[src/rtl/dpnc_pkg.sv]
package dpnc_pkg;

  localparam int MAX_COLS = 7;
  localparam int COL_W    = $clog2(MAX_COLS);

  typedef enum logic [2:0] {
    RATE_R12 = 3'd0,
    RATE_R23 = 3'd1,
    RATE_R34 = 3'd2,
    RATE_R56 = 3'd3,
    RATE_R78 = 3'd4
  } rate_e;

  // number of columns in the repeating deletion pattern
  function automatic logic [COL_W-1:0] cols_of(input logic [2:0] code);
    case (code)
      RATE_R23: cols_of = COL_W'(2);
      RATE_R34: cols_of = COL_W'(3);
      RATE_R56: cols_of = COL_W'(5);
      RATE_R78: cols_of = COL_W'(7);
      default:  cols_of = COL_W'(1);
    endcase
  endfunction

  // bit c set: X symbol of column c is sent
  function automatic logic [MAX_COLS-1:0] xkeep(input logic [2:0] code);
    case (code)
      RATE_R23: xkeep = 7'b0000001;
      RATE_R34: xkeep = 7'b0000101;
      RATE_R56: xkeep = 7'b0010101;
      RATE_R78: xkeep = 7'b1010001;
      default:  xkeep = 7'b0000001;
    endcase
  endfunction

  // bit c set: Y symbol of column c is sent
  function automatic logic [MAX_COLS-1:0] ykeep(input logic [2:0] code);
    case (code)
      RATE_R23: ykeep = 7'b0000011;
      RATE_R34: ykeep = 7'b0000011;
      RATE_R56: ykeep = 7'b0001011;
      RATE_R78: ykeep = 7'b0101111;
      default:  ykeep = 7'b0000001;
    endcase
  endfunction

endpackage

[src/rtl/dpnc_pattern.sv]
module dpnc_pattern
  import dpnc_pkg::*;
(
  input  logic       clk,
  input  logic       rst,
  input  logic [2:0] rate_sel,
  input  logic       advance,
  input  logic       nudge,
  output logic       settled,
  output logic       keep_x,
  output logic       keep_y
);

  logic [2:0]          rate_q;
  logic [COL_W-1:0]    col_q;
  logic [COL_W:0]      len;
  logic [COL_W:0]      sum0;
  logic [COL_W:0]      sum1;
  logic [COL_W:0]      sum2;
  logic [MAX_COLS-1:0] xm;
  logic [MAX_COLS-1:0] ym;

  always_comb begin
    settled = (rate_sel == rate_q);
    len     = {1'b0, cols_of(rate_q)};
    xm      = xkeep(rate_q);
    ym      = ykeep(rate_q);
    keep_x  = xm[col_q];
    keep_y  = ym[col_q];
    // up to two steps per cycle: emitted pair plus framing slip
    sum0    = {1'b0, col_q} + {{COL_W{1'b0}}, advance} + {{COL_W{1'b0}}, nudge};
    sum1    = (sum0 >= len) ? sum0 - len : sum0;
    sum2    = (sum1 >= len) ? sum1 - len : sum1;
  end

  always_ff @(posedge clk) begin
    if (rst) begin
      rate_q <= RATE_R12;
      col_q  <= '0;
    end else if (!settled) begin
      rate_q <= rate_sel;
      col_q  <= '0;
    end else begin
      col_q  <= sum2[COL_W-1:0];
    end
  end

endmodule

[src/rtl/dpnc_symq.sv]
module dpnc_symq #(
  parameter int SW    = 3,
  parameter int DEPTH = 4,
  localparam int CNT_W = $clog2(DEPTH + 1)
) (
  input  logic             clk,
  input  logic             rst,
  input  logic             push,
  input  logic [SW-1:0]    din_a,
  input  logic [SW-1:0]    din_b,
  input  logic [1:0]       pop,
  output logic [SW-1:0]    head_a,
  output logic [SW-1:0]    head_b,
  output logic [CNT_W-1:0] level
);

  logic [SW-1:0]    slot_q [DEPTH];
  logic [SW-1:0]    slot_n [DEPTH];
  logic [CNT_W-1:0] level_q;
  logic [CNT_W-1:0] rem;

  always_comb begin
    rem = level_q - CNT_W'(pop);
    for (int k = 0; k < DEPTH; k++) begin
      if (k + int'(pop) < DEPTH) slot_n[k] = slot_q[k + int'(pop)];
      else                       slot_n[k] = '0;
      if (push && (k == int'(rem)))     slot_n[k] = din_a;
      if (push && (k == int'(rem) + 1)) slot_n[k] = din_b;
    end
  end

  for (genvar g = 0; g < DEPTH; g++) begin : g_slot
    always_ff @(posedge clk) begin
      if (rst) slot_q[g] <= '0;
      else     slot_q[g] <= slot_n[g];
    end
  end

  always_ff @(posedge clk) begin
    if (rst) level_q <= '0;
    else     level_q <= rem + (push ? CNT_W'(2) : CNT_W'(0));
  end

  assign head_a = slot_q[0];
  assign head_b = slot_q[1];
  assign level  = level_q;

endmodule

[src/rtl/dpnc_depuncturer.sv]
module dpnc_depuncturer #(
  parameter int SW     = 3,
  parameter int QDEPTH = 4
) (
  input  logic          clk,
  input  logic          rst,
  input  logic [2:0]    rate_sel,
  input  logic          phase_step,
  input  logic          in_valid,
  output logic          in_ready,
  input  logic [SW-1:0] in_i,
  input  logic [SW-1:0] in_q,
  output logic          out_valid,
  input  logic          out_ready,
  output logic [SW-1:0] out_x,
  output logic [SW-1:0] out_y,
  output logic          out_x_erased,
  output logic          out_y_erased
);

  localparam int CNT_W = $clog2(QDEPTH + 1);

  logic             settled;
  logic             keep_x;
  logic             keep_y;
  logic [1:0]       need;
  logic [1:0]       pop;
  logic [CNT_W-1:0] level;
  logic [SW-1:0]    head_a;
  logic [SW-1:0]    head_b;
  logic             take;
  logic             emit;

  dpnc_pattern pat_i (
    .clk      (clk),
    .rst      (rst),
    .rate_sel (rate_sel),
    .advance  (emit),
    .nudge    (phase_step),
    .settled  (settled),
    .keep_x   (keep_x),
    .keep_y   (keep_y)
  );

  dpnc_symq #(.SW(SW), .DEPTH(QDEPTH)) q_i (
    .clk    (clk),
    .rst    (rst),
    .push   (take),
    .din_a  (in_i),
    .din_b  (in_q),
    .pop    (pop),
    .head_a (head_a),
    .head_b (head_b),
    .level  (level)
  );

  always_comb begin
    need     = {1'b0, keep_x} + {1'b0, keep_y};
    in_ready = (level <= CNT_W'(QDEPTH - 2));
    take     = in_valid && in_ready;
    emit     = settled && (level >= CNT_W'(need)) && (!out_valid || out_ready);
    pop      = emit ? need : 2'd0;
  end

  always_ff @(posedge clk) begin
    if (rst) begin
      out_valid    <= 1'b0;
      out_x        <= '0;
      out_y        <= '0;
      out_x_erased <= 1'b0;
      out_y_erased <= 1'b0;
    end else if (emit) begin
      out_valid    <= 1'b1;
      out_x        <= keep_x ? head_a : '0;
      out_y        <= keep_y ? (keep_x ? head_b : head_a) : '0;
      out_x_erased <= !keep_x;
      out_y_erased <= !keep_y;
    end else if (out_ready) begin
      out_valid    <= 1'b0;
    end
  end

endmodule

[config.mk]
export PLATFORM = sky130hd
export DESIGN_NAME = dpnc_depuncturer
export DESIGN_NICKNAME = d
export VERILOG_FILES = /design/src/rtl/dpnc_pkg.sv /design/src/rtl/dpnc_pattern.sv /design/src/rtl/dpnc_symq.sv /design/src/rtl/dpnc_depuncturer.sv
export SDC_FILE = /design/constraint.sdc
export NUM_CORES = 1
export LEC_CHECK = 0
export BUFFER_PORTS_ARGS = -buffer_cell sky130_fd_sc_hd__buf_4
export CAP_MARGIN = 10
export CORE_MARGIN = 2
export CORE_UTILIZATION = 54
export DETAILED_ROUTE_END_ITERATION = 6
export PLACE_DENSITY_LB_ADDON = 0.3
export RECOVER_POWER = 25
export SETUP_SLACK_MARGIN = 0.15
export SLEW_MARGIN = 15
export SYNTH_ARGS = -nofsm -noshare
export SYNTH_HDL_FRONTEND = slang
export SYNTH_SLANG_ARGS = --single-unit
[constraint.sdc]
create_clock -name clk -period 5.8 [get_ports clk]
set_clock_uncertainty 0.05 [all_clocks]
set_input_delay 1.74 -clock clk [delete_from_list [all_inputs] [get_ports clk]]
set_output_delay 1.74 -clock clk [all_outputs]
set_load 0.005 [all_outputs]
==> metrics.txt, run 1 <==
total routing resource utilization after global routing=0.245; die span in y=70.9 microns; overall overflow remaining after global route=0; final hold vios=0; number of top-level pins=24; hold buffer count at CTS=0; max-capacitance violation count=0; peak clock frequency supported by timing=0.180 GHz; mean area per synthesized cell=8.30 sq um; RSZ-0062 raised after global routing=no; Max Fanout on Critical Path=7; leading post-synthesis cells by instance count=sky130_fd_sc_hd__dfxtp_1, sky130_fd_sc_hd__nor2_1, sky130_fd_sc_hd__inv_1, sky130_fd_sc_hd__nand2_1, sky130_fd_sc_hd__a21oi_1; sequential cell area fraction in the yosys report=0.249; area added between synthesis and finish=15.5%; pin count of the biggest net entering global routing=29; total clock buffers created by CTS=5; slew margin rel.=0.0664; path category of the worst min-delay check=reg -> reg; clock tree from TritonCTS=yes; peak supply drop=0.218 mV; netlist area before placement=0.00241 sq mm; #FFs+latches synth=30; shortest period the worst path allows=5570 ps; library cell with the highest instance count after synthesis=sky130_fd_sc_hd__dfxtp_1; number of diodes=0; Core Area=0.00432 sq mm; Die X-Extent=70.9 microns; final worst-path cycle share=0.960; first-pass GRT wire length=9760 microns; first drt pass iteration count=5; worst skew pair latency=290 ps; leakage power=1.12 nW; biggest area contributors in the synthesized netlist=sky130_fd_sc_hd__dfxtp_1, sky130_fd_sc_hd__ha_1, sky130_fd_sc_hd__mux2_2; clock sinks=30; Die ar.=0.00502 sq mm; via count of the first global-routing pass=2126; count of flip-flops with a built-in enable after synthesis=0; critical path class=reg -> reg; CP Data Arrival Time=5630 ps; initial antenna violation count=0; H-tree levels=2; vias after detailed routing=2293; final std cells w/o fill=365; maximum buffer depth of the clock tree=2; share of the synthesized area in the top cell type=0.249; share of layout cells above drive strength 1=0.227; initial cell density of the core=0.558; post-detail-place hpwl=4360 microns; count of nets left with antenna violations after detail routing=0; average detailed-routed wire length per instance=17.2 microns; number of max-slew violations in the final report=0; site row count=24; Net count, final=347; Worst setup SP type=register; final estimated routing congestion in global placement=0.909; DRC violations left=0; library cell occupying the most area in the post-synthesis netlist=sky130_fd_sc_hd__dfxtp_1; pin slew with the least headroom to its limit=1400 ps; result of the run=finished, final reports clean; distinct cell type count after synthesis=55; clock root cell=sky130_fd_sc_hd__clkbuf_8; proportion of synthesized flip-flops having asynchronous set or reset=0; Placed Cells incl. Taps=355; power density over the cells=479 mW/mm^2; sort of element at the end of the critical path=register; Core Util, Final=0.645; number of vias per cell=6.28; Mapped Cells=291; worst endpoint required time=5860 ps; net count of the mapped netlist=325; commonest register cell after synthesis=sky130_fd_sc_hd__dfxtp_1; WL final=6270 microns; Setup Viol. Count Final=0; clock transition at the registers of the reported paths=70 ps; iteration-0 DRC count of the detailed router=142; count of input and output buffers=23; yosys warns=0
cells by family (layout without fill, tap and decap cells):
logic type,count (synthesis),after routing,synth area share
flops,30,30,0.249
mux,18,18,0.0793
fa+ha+maj,20,20,0.116
simple gates,104,104,0.223
xor+xnor,9,9,0.0389
buf+inv,38,60,0.0793
compound gates,72,72,0.215
area by class of cell:
type	instances	area [sq um]
Multi-Input combinational cell	223	1720
Fill cell	381	1530
Sequential cell	30	608
Timing Repair Buffer	32	240
Inverter	21	78.8
Clock buffer	7	76.3
Tap cell	52	65.1
worst paths after layout:
| path | start | end | slack (ps) | cells past startpoint |
|---|---|---|---|---|
| min | out_x_erased$_SDFFE_PP0N_ | out_x_erased$_SDFFE_PP0N_ | 450 | 2 |
| min reg2reg | out_x_erased$_SDFFE_PP0N_ | out_x_erased$_SDFFE_PP0N_ | 450 | 2 |
| max reg2reg | pat_i.rate_q[2]$_SDFFE_PP0P_ | pat_i.col_q[2]$_SDFF_PP0_ | 230 | 25 |
| max | pat_i.rate_q[2]$_SDFFE_PP0P_ | pat_i.col_q[2]$_SDFF_PP0_ | 230 | 25 |
per-layer routing:
layer / vias up / share of wire / track usage
li1: 1102 / - / -
met1: 1081 / 0.40 / 0.294
met2: 94 / 0.52 / 0.411
met3: 16 / 0.061 / 0.0513
met4: 0 / 0.023 / 0.132
met5: - / 0 / 0
per-stage QoR:
stage | setup WS (ps) | TNS, ps | hold slack (ps) | power [mW] | instance area, sq um
2_1_floorplan | 198 | 0 | 429 | 0.875 | 2420
3_3_place_gp | 166 | 0 | 433 | 1.02 | 2590
3_5_place_dp | -10.8 | -14.8 | 442 | 1.04 | 2590
4_1_cts | 165 | 0 | 451 | 1.21 | 2670
5_1_grt | 46.3 | 0 | 467 | 1.43 | 2790
6_report | 234 | 0 | 453 | 1.34 | 2790
cell usage in the layout (no fill, tap or decap), types with 3 or more instances in the layout:
master	Yosys	final
sky130_fd_sc_hd__a21o_1	9	8
sky130_fd_sc_hd__a21oi_1	18	17
sky130_fd_sc_hd__a221oi_1	3	3
sky130_fd_sc_hd__a22oi_1	6	6
sky130_fd_sc_hd__a31oi_1	6	6
sky130_fd_sc_hd__and3_1	4	4
sky130_fd_sc_hd__buf_4	2	24
sky130_fd_sc_hd__clkbuf_1	8	3
sky130_fd_sc_hd__clkbuf_4	0	6
sky130_fd_sc_hd__clkbuf_8	0	5
sky130_fd_sc_hd__dfxtp_1	30	26
sky130_fd_sc_hd__dfxtp_2	0	3
sky130_fd_sc_hd__fa_2	0	3
sky130_fd_sc_hd__ha_1	16	14
sky130_fd_sc_hd__inv_1	20	20
sky130_fd_sc_hd__mux2_2	9	8
sky130_fd_sc_hd__mux2i_1	9	8
sky130_fd_sc_hd__nand2_1	20	20
sky130_fd_sc_hd__nand2b_1	6	6
sky130_fd_sc_hd__nand3_1	8	8
sky130_fd_sc_hd__nand4_1	8	8
sky130_fd_sc_hd__nor2_1	25	24
sky130_fd_sc_hd__nor2b_1	10	10
sky130_fd_sc_hd__nor3_1	11	11
sky130_fd_sc_hd__o211ai_1	6	6
sky130_fd_sc_hd__o221ai_1	5	5
sky130_fd_sc_hd__o22ai_1	3	3
sky130_fd_sc_hd__xnor2_1	4	4
sky130_fd_sc_hd__xor2_1	3	3
timing repair:
item                       CTS  global route
setup buffers                0             3
resized for setup            0            23
setup endpoints to repair    0             4
power breakdown:
part / internal (mW) / switching (mW) / total (mW)
registers: 0.255 / 0.0580 / 0.313
clock network: 0.0826 / 0.0821 / 0.165
logic: 0.392 / 0.467 / 0.859
total: 0.729 / 0.607 / 1.34
flip-flops by register name, indices dropped and copies added (netlist names):
signal / count
q_i.slot_q: 12
out_x: 3
out_y: 3
pat_i.col_q: 3
pat_i.rate_q: 3
q_i.level: 3
out_valid: 1
out_x_erased: 1
out_y_erased: 1
worst max-delay path, cell delays in order (launching register included):
cell,delay [ps]
sky130_fd_sc_hd__dfxtp_2,390
sky130_fd_sc_hd__nor3b_2,290
sky130_fd_sc_hd__a21oi_1,150
sky130_fd_sc_hd__a21o_4,270
sky130_fd_sc_hd__inv_1,60
sky130_fd_sc_hd__ha_2,270
sky130_fd_sc_hd__ha_1,280
sky130_fd_sc_hd__nand2b_1,140
sky130_fd_sc_hd__a211o_1,310
sky130_fd_sc_hd__and3_1,180
sky130_fd_sc_hd__inv_2,70
sky130_fd_sc_hd__fa_2,480
sky130_fd_sc_hd__ha_4,200
sky130_fd_sc_hd__fa_2,400
sky130_fd_sc_hd__a21boi_2,230
sky130_fd_sc_hd__nor3_4,60
sky130_fd_sc_hd__mux2_4,210
sky130_fd_sc_hd__ha_1,130
sky130_fd_sc_hd__inv_1,50
sky130_fd_sc_hd__fa_2,350
sky130_fd_sc_hd__a21o_1,180
sky130_fd_sc_hd__a21oi_2,170
sky130_fd_sc_hd__o211ai_4,140
sky130_fd_sc_hd__buf_6,160
sky130_fd_sc_hd__nor2_4,100
sky130_fd_sc_hd__a2111oi_4,60
No activity file was read; power rests on OpenSTA's default activity.
==> run 2, diff against run 1 <==
--- a/config.mk
+++ b/config.mk
@@ -8,7 +8,7 @@
 export BUFFER_PORTS_ARGS = -buffer_cell sky130_fd_sc_hd__buf_4
 export CAP_MARGIN = 10
 export CORE_MARGIN = 2
-export CORE_UTILIZATION = 54
+export CORE_UTILIZATION = 60
 export DETAILED_ROUTE_END_ITERATION = 6
 export PLACE_DENSITY_LB_ADDON = 0.3
 export RECOVER_POWER = 25
==> constraint.sdc (replaced) <==
create_clock -name clk -period 6 [get_ports clk]
set_clock_uncertainty 0.05 [all_clocks]
set_input_delay 1.8 -clock clk [delete_from_list [all_inputs] [get_ports clk]]
set_output_delay 1.8 -clock clk [all_outputs]
set_load 0.005 [all_outputs]
==> run 2 against run 1 <==
Compared with the run above:
- highest routed layer unchanged
- first-iteration DRC count increased by 34%
- routed wire length shrank 4.4%
- total power down 9.2%
- largest cell class unchanged
- critical endpoint is now pat_i.col_q[1]$_SDFF_PP0_
==> metrics.txt, run 2 (synthesis results as in run 1) <==
WL final=6000 microns; number of vias per cell=6.21; Placed Cells incl. Taps=353; aggregate negative setup slack=0 ps; peak supply drop=0.278 mV; summed area of non-filler cells in the final layout=0.00273 sq mm; peak clock frequency supported by timing=0.178 GHz; post-detail-place hpwl=4450 microns; overall overflow remaining after global route=0; final estimated routing congestion in global placement=0.941; hold buffer count at CTS=0; clock sinks=30; iteration-0 DRC count of the detailed router=190; sequential share of power=0.250; total area of multi-input combinational cells=0.00167 sq mm; area added between synthesis and finish=12.8%; total placed instance area=0.00258 sq mm; Net count, final=344; sort of element at the end of the critical path=register; Switch Pwr=551 uW; Worst setup SP type=register; clock tree from TritonCTS=yes; via count of the first global-routing pass=2172; post-placement worst setup slack=44.2 ps; Setup Viol. Count Final=0; met2 usage in global routing=0.457; setup repair bufs after CTS=0; H-tree levels=2; pin slew with the least headroom to its limit=1330 ps; initial cell density of the core=0.613; worst endpoint required time=6060 ps; final hold vios=0; total clock buffers created by CTS=5; initial antenna violation count=0; Gates resized, CTS repair=0; vias after detailed routing=2241; slew margin rel.=0.114; Hold WS=453 ps; die span in y=67.4 microns; DRC violations left=0; clock group share of total power=0.143; Max Fanout on Critical Path=8; pin count of the biggest net entering global routing=29; switch share=0.454; worst skew pair latency=280 ps; maximum buffer depth of the clock tree=2; met3 usage=0.0600; most utilized layer in the global route result=met2; Core Area=0.00394 sq mm; clock transition at the registers of the reported paths=70 ps; CP Data Arrival Time=5680 ps; max-capacitance violation count=0; average detailed-routed wire length per instance=16.6 microns; shortest period the worst path allows=5620 ps; Die ar.=0.00455 sq mm; fillcell total=326; power density over the cells=445 mW/mm^2; final std cells w/o fill=361; share of layout cells above drive strength 1=0.215; RSZ-0062 raised after global routing=no; total routing resource utilization after global routing=0.292; count of nets left with antenna violations after detail routing=0; Reg area=608 sq um; number of max-slew violations in the final report=0; leakage power=1.12 nW; critical path class=reg -> reg; count of input and output buffers=23; final setup margin=384 ps; largest register by flop count=q_i.slot_q; site row count=23; number of diodes=0; combinational fraction of design power=0.608; path category of the worst min-delay check=reg -> reg; met1 demand-to-capacity share in global routing=0.397; Core Util, Final=0.691; most frequent standard cell in the layout excluding fill and tap cells=sky130_fd_sc_hd__dfxtp_1; first drt pass iteration count=4; number of flip-flops under the largest register name=12; clock root cell=sky130_fd_sc_hd__clkbuf_8; commonest cells after routing, fill and taps aside=sky130_fd_sc_hd__dfxtp_1, sky130_fd_sc_hd__nor2_1, sky130_fd_sc_hd__buf_4, sky130_fd_sc_hd__inv_1, sky130_fd_sc_hd__nand2_1; final worst-path cycle share=0.936; Internal=662 uW; Die X-Extent=67.4 microns; number of top-level pins=24; total power draw=1.21 mW; first-pass GRT wire length=10100 microns; result of the run=finished, final reports clean
[run 2: cell count changes in the layout (fill, tap and decap cells not counted), sizes merged]
| cell | delta |
|---|---|
| clkinv | +1 |
| buf | -3 |
[run 2: worst max-delay path: stages, from the launching register on]
cell                       delay, ps
sky130_fd_sc_hd__dfxtp_2         370
sky130_fd_sc_hd__or3b_2          490
sky130_fd_sc_hd__a21oi_2         110
sky130_fd_sc_hd__or3_4           150
sky130_fd_sc_hd__ha_2            280
sky130_fd_sc_hd__ha_1            260
sky130_fd_sc_hd__nand2b_1        130
sky130_fd_sc_hd__a211o_1         310
sky130_fd_sc_hd__and3_1          180
sky130_fd_sc_hd__inv_2            70
sky130_fd_sc_hd__fa_1            440
sky130_fd_sc_hd__ha_1            250
sky130_fd_sc_hd__fa_2            380
sky130_fd_sc_hd__a21boi_2        220
sky130_fd_sc_hd__nor3_4           80
sky130_fd_sc_hd__mux2_2          240
sky130_fd_sc_hd__ha_1            130
sky130_fd_sc_hd__inv_1            50
sky130_fd_sc_hd__fa_1            400
sky130_fd_sc_hd__a21o_1          190
sky130_fd_sc_hd__a21oi_2         160
sky130_fd_sc_hd__o211ai_2        180
sky130_fd_sc_hd__mux2i_1         250
sky130_fd_sc_hd__nor3_1           60
[run 2: final timing paths]
| check | from | end | slack (ps) | depth (start not counted) |
|---|---|---|---|---|
| min | out_x_erased$_SDFFE_PP0N_ | out_x_erased$_SDFFE_PP0N_ | 450 | 2 |
| max reg2reg | pat_i.rate_q[0]$_SDFFE_PP0P_ | pat_i.col_q[1]$_SDFF_PP0_ | 380 | 23 |
| min reg2reg | out_x_erased$_SDFFE_PP0N_ | out_x_erased$_SDFFE_PP0N_ | 450 | 2 |
| max | pat_i.rate_q[0]$_SDFFE_PP0P_ | pat_i.col_q[1]$_SDFF_PP0_ | 380 | 23 |
[run 2: area by class of cell]
cell class,instances,area share
repair buffers,29,0.0785
multi-input cells,223,0.613
clock buffers,7,0.0317
well taps,50,0.0230
inverters,21,0.0289
clock inverters,1,0.00184
flip-flops and latches,30,0.223
[run 2: layer usage]
metal | wire length, microns | part of all wire | vias up
li1 | - | - | 1092
met1 | 2730 | 0.45 | 1056
met2 | 2780 | 0.46 | 79
met3 | 391 | 0.065 | 14
met4 | 101 | 0.017 | 0
met5 | 0 | 0 | -
[run 2: power groups by stage]
stage	registers, mW	clock network (mW)	logic, mW
after floorplan	0.283	0	0.556
after global placement	0.304	0	0.676
after detailed placement	0.304	0	0.699
after CTS	0.301	0.175	0.704
after global routing	0.309	0.182	0.829
final	0.303	0.173	0.737
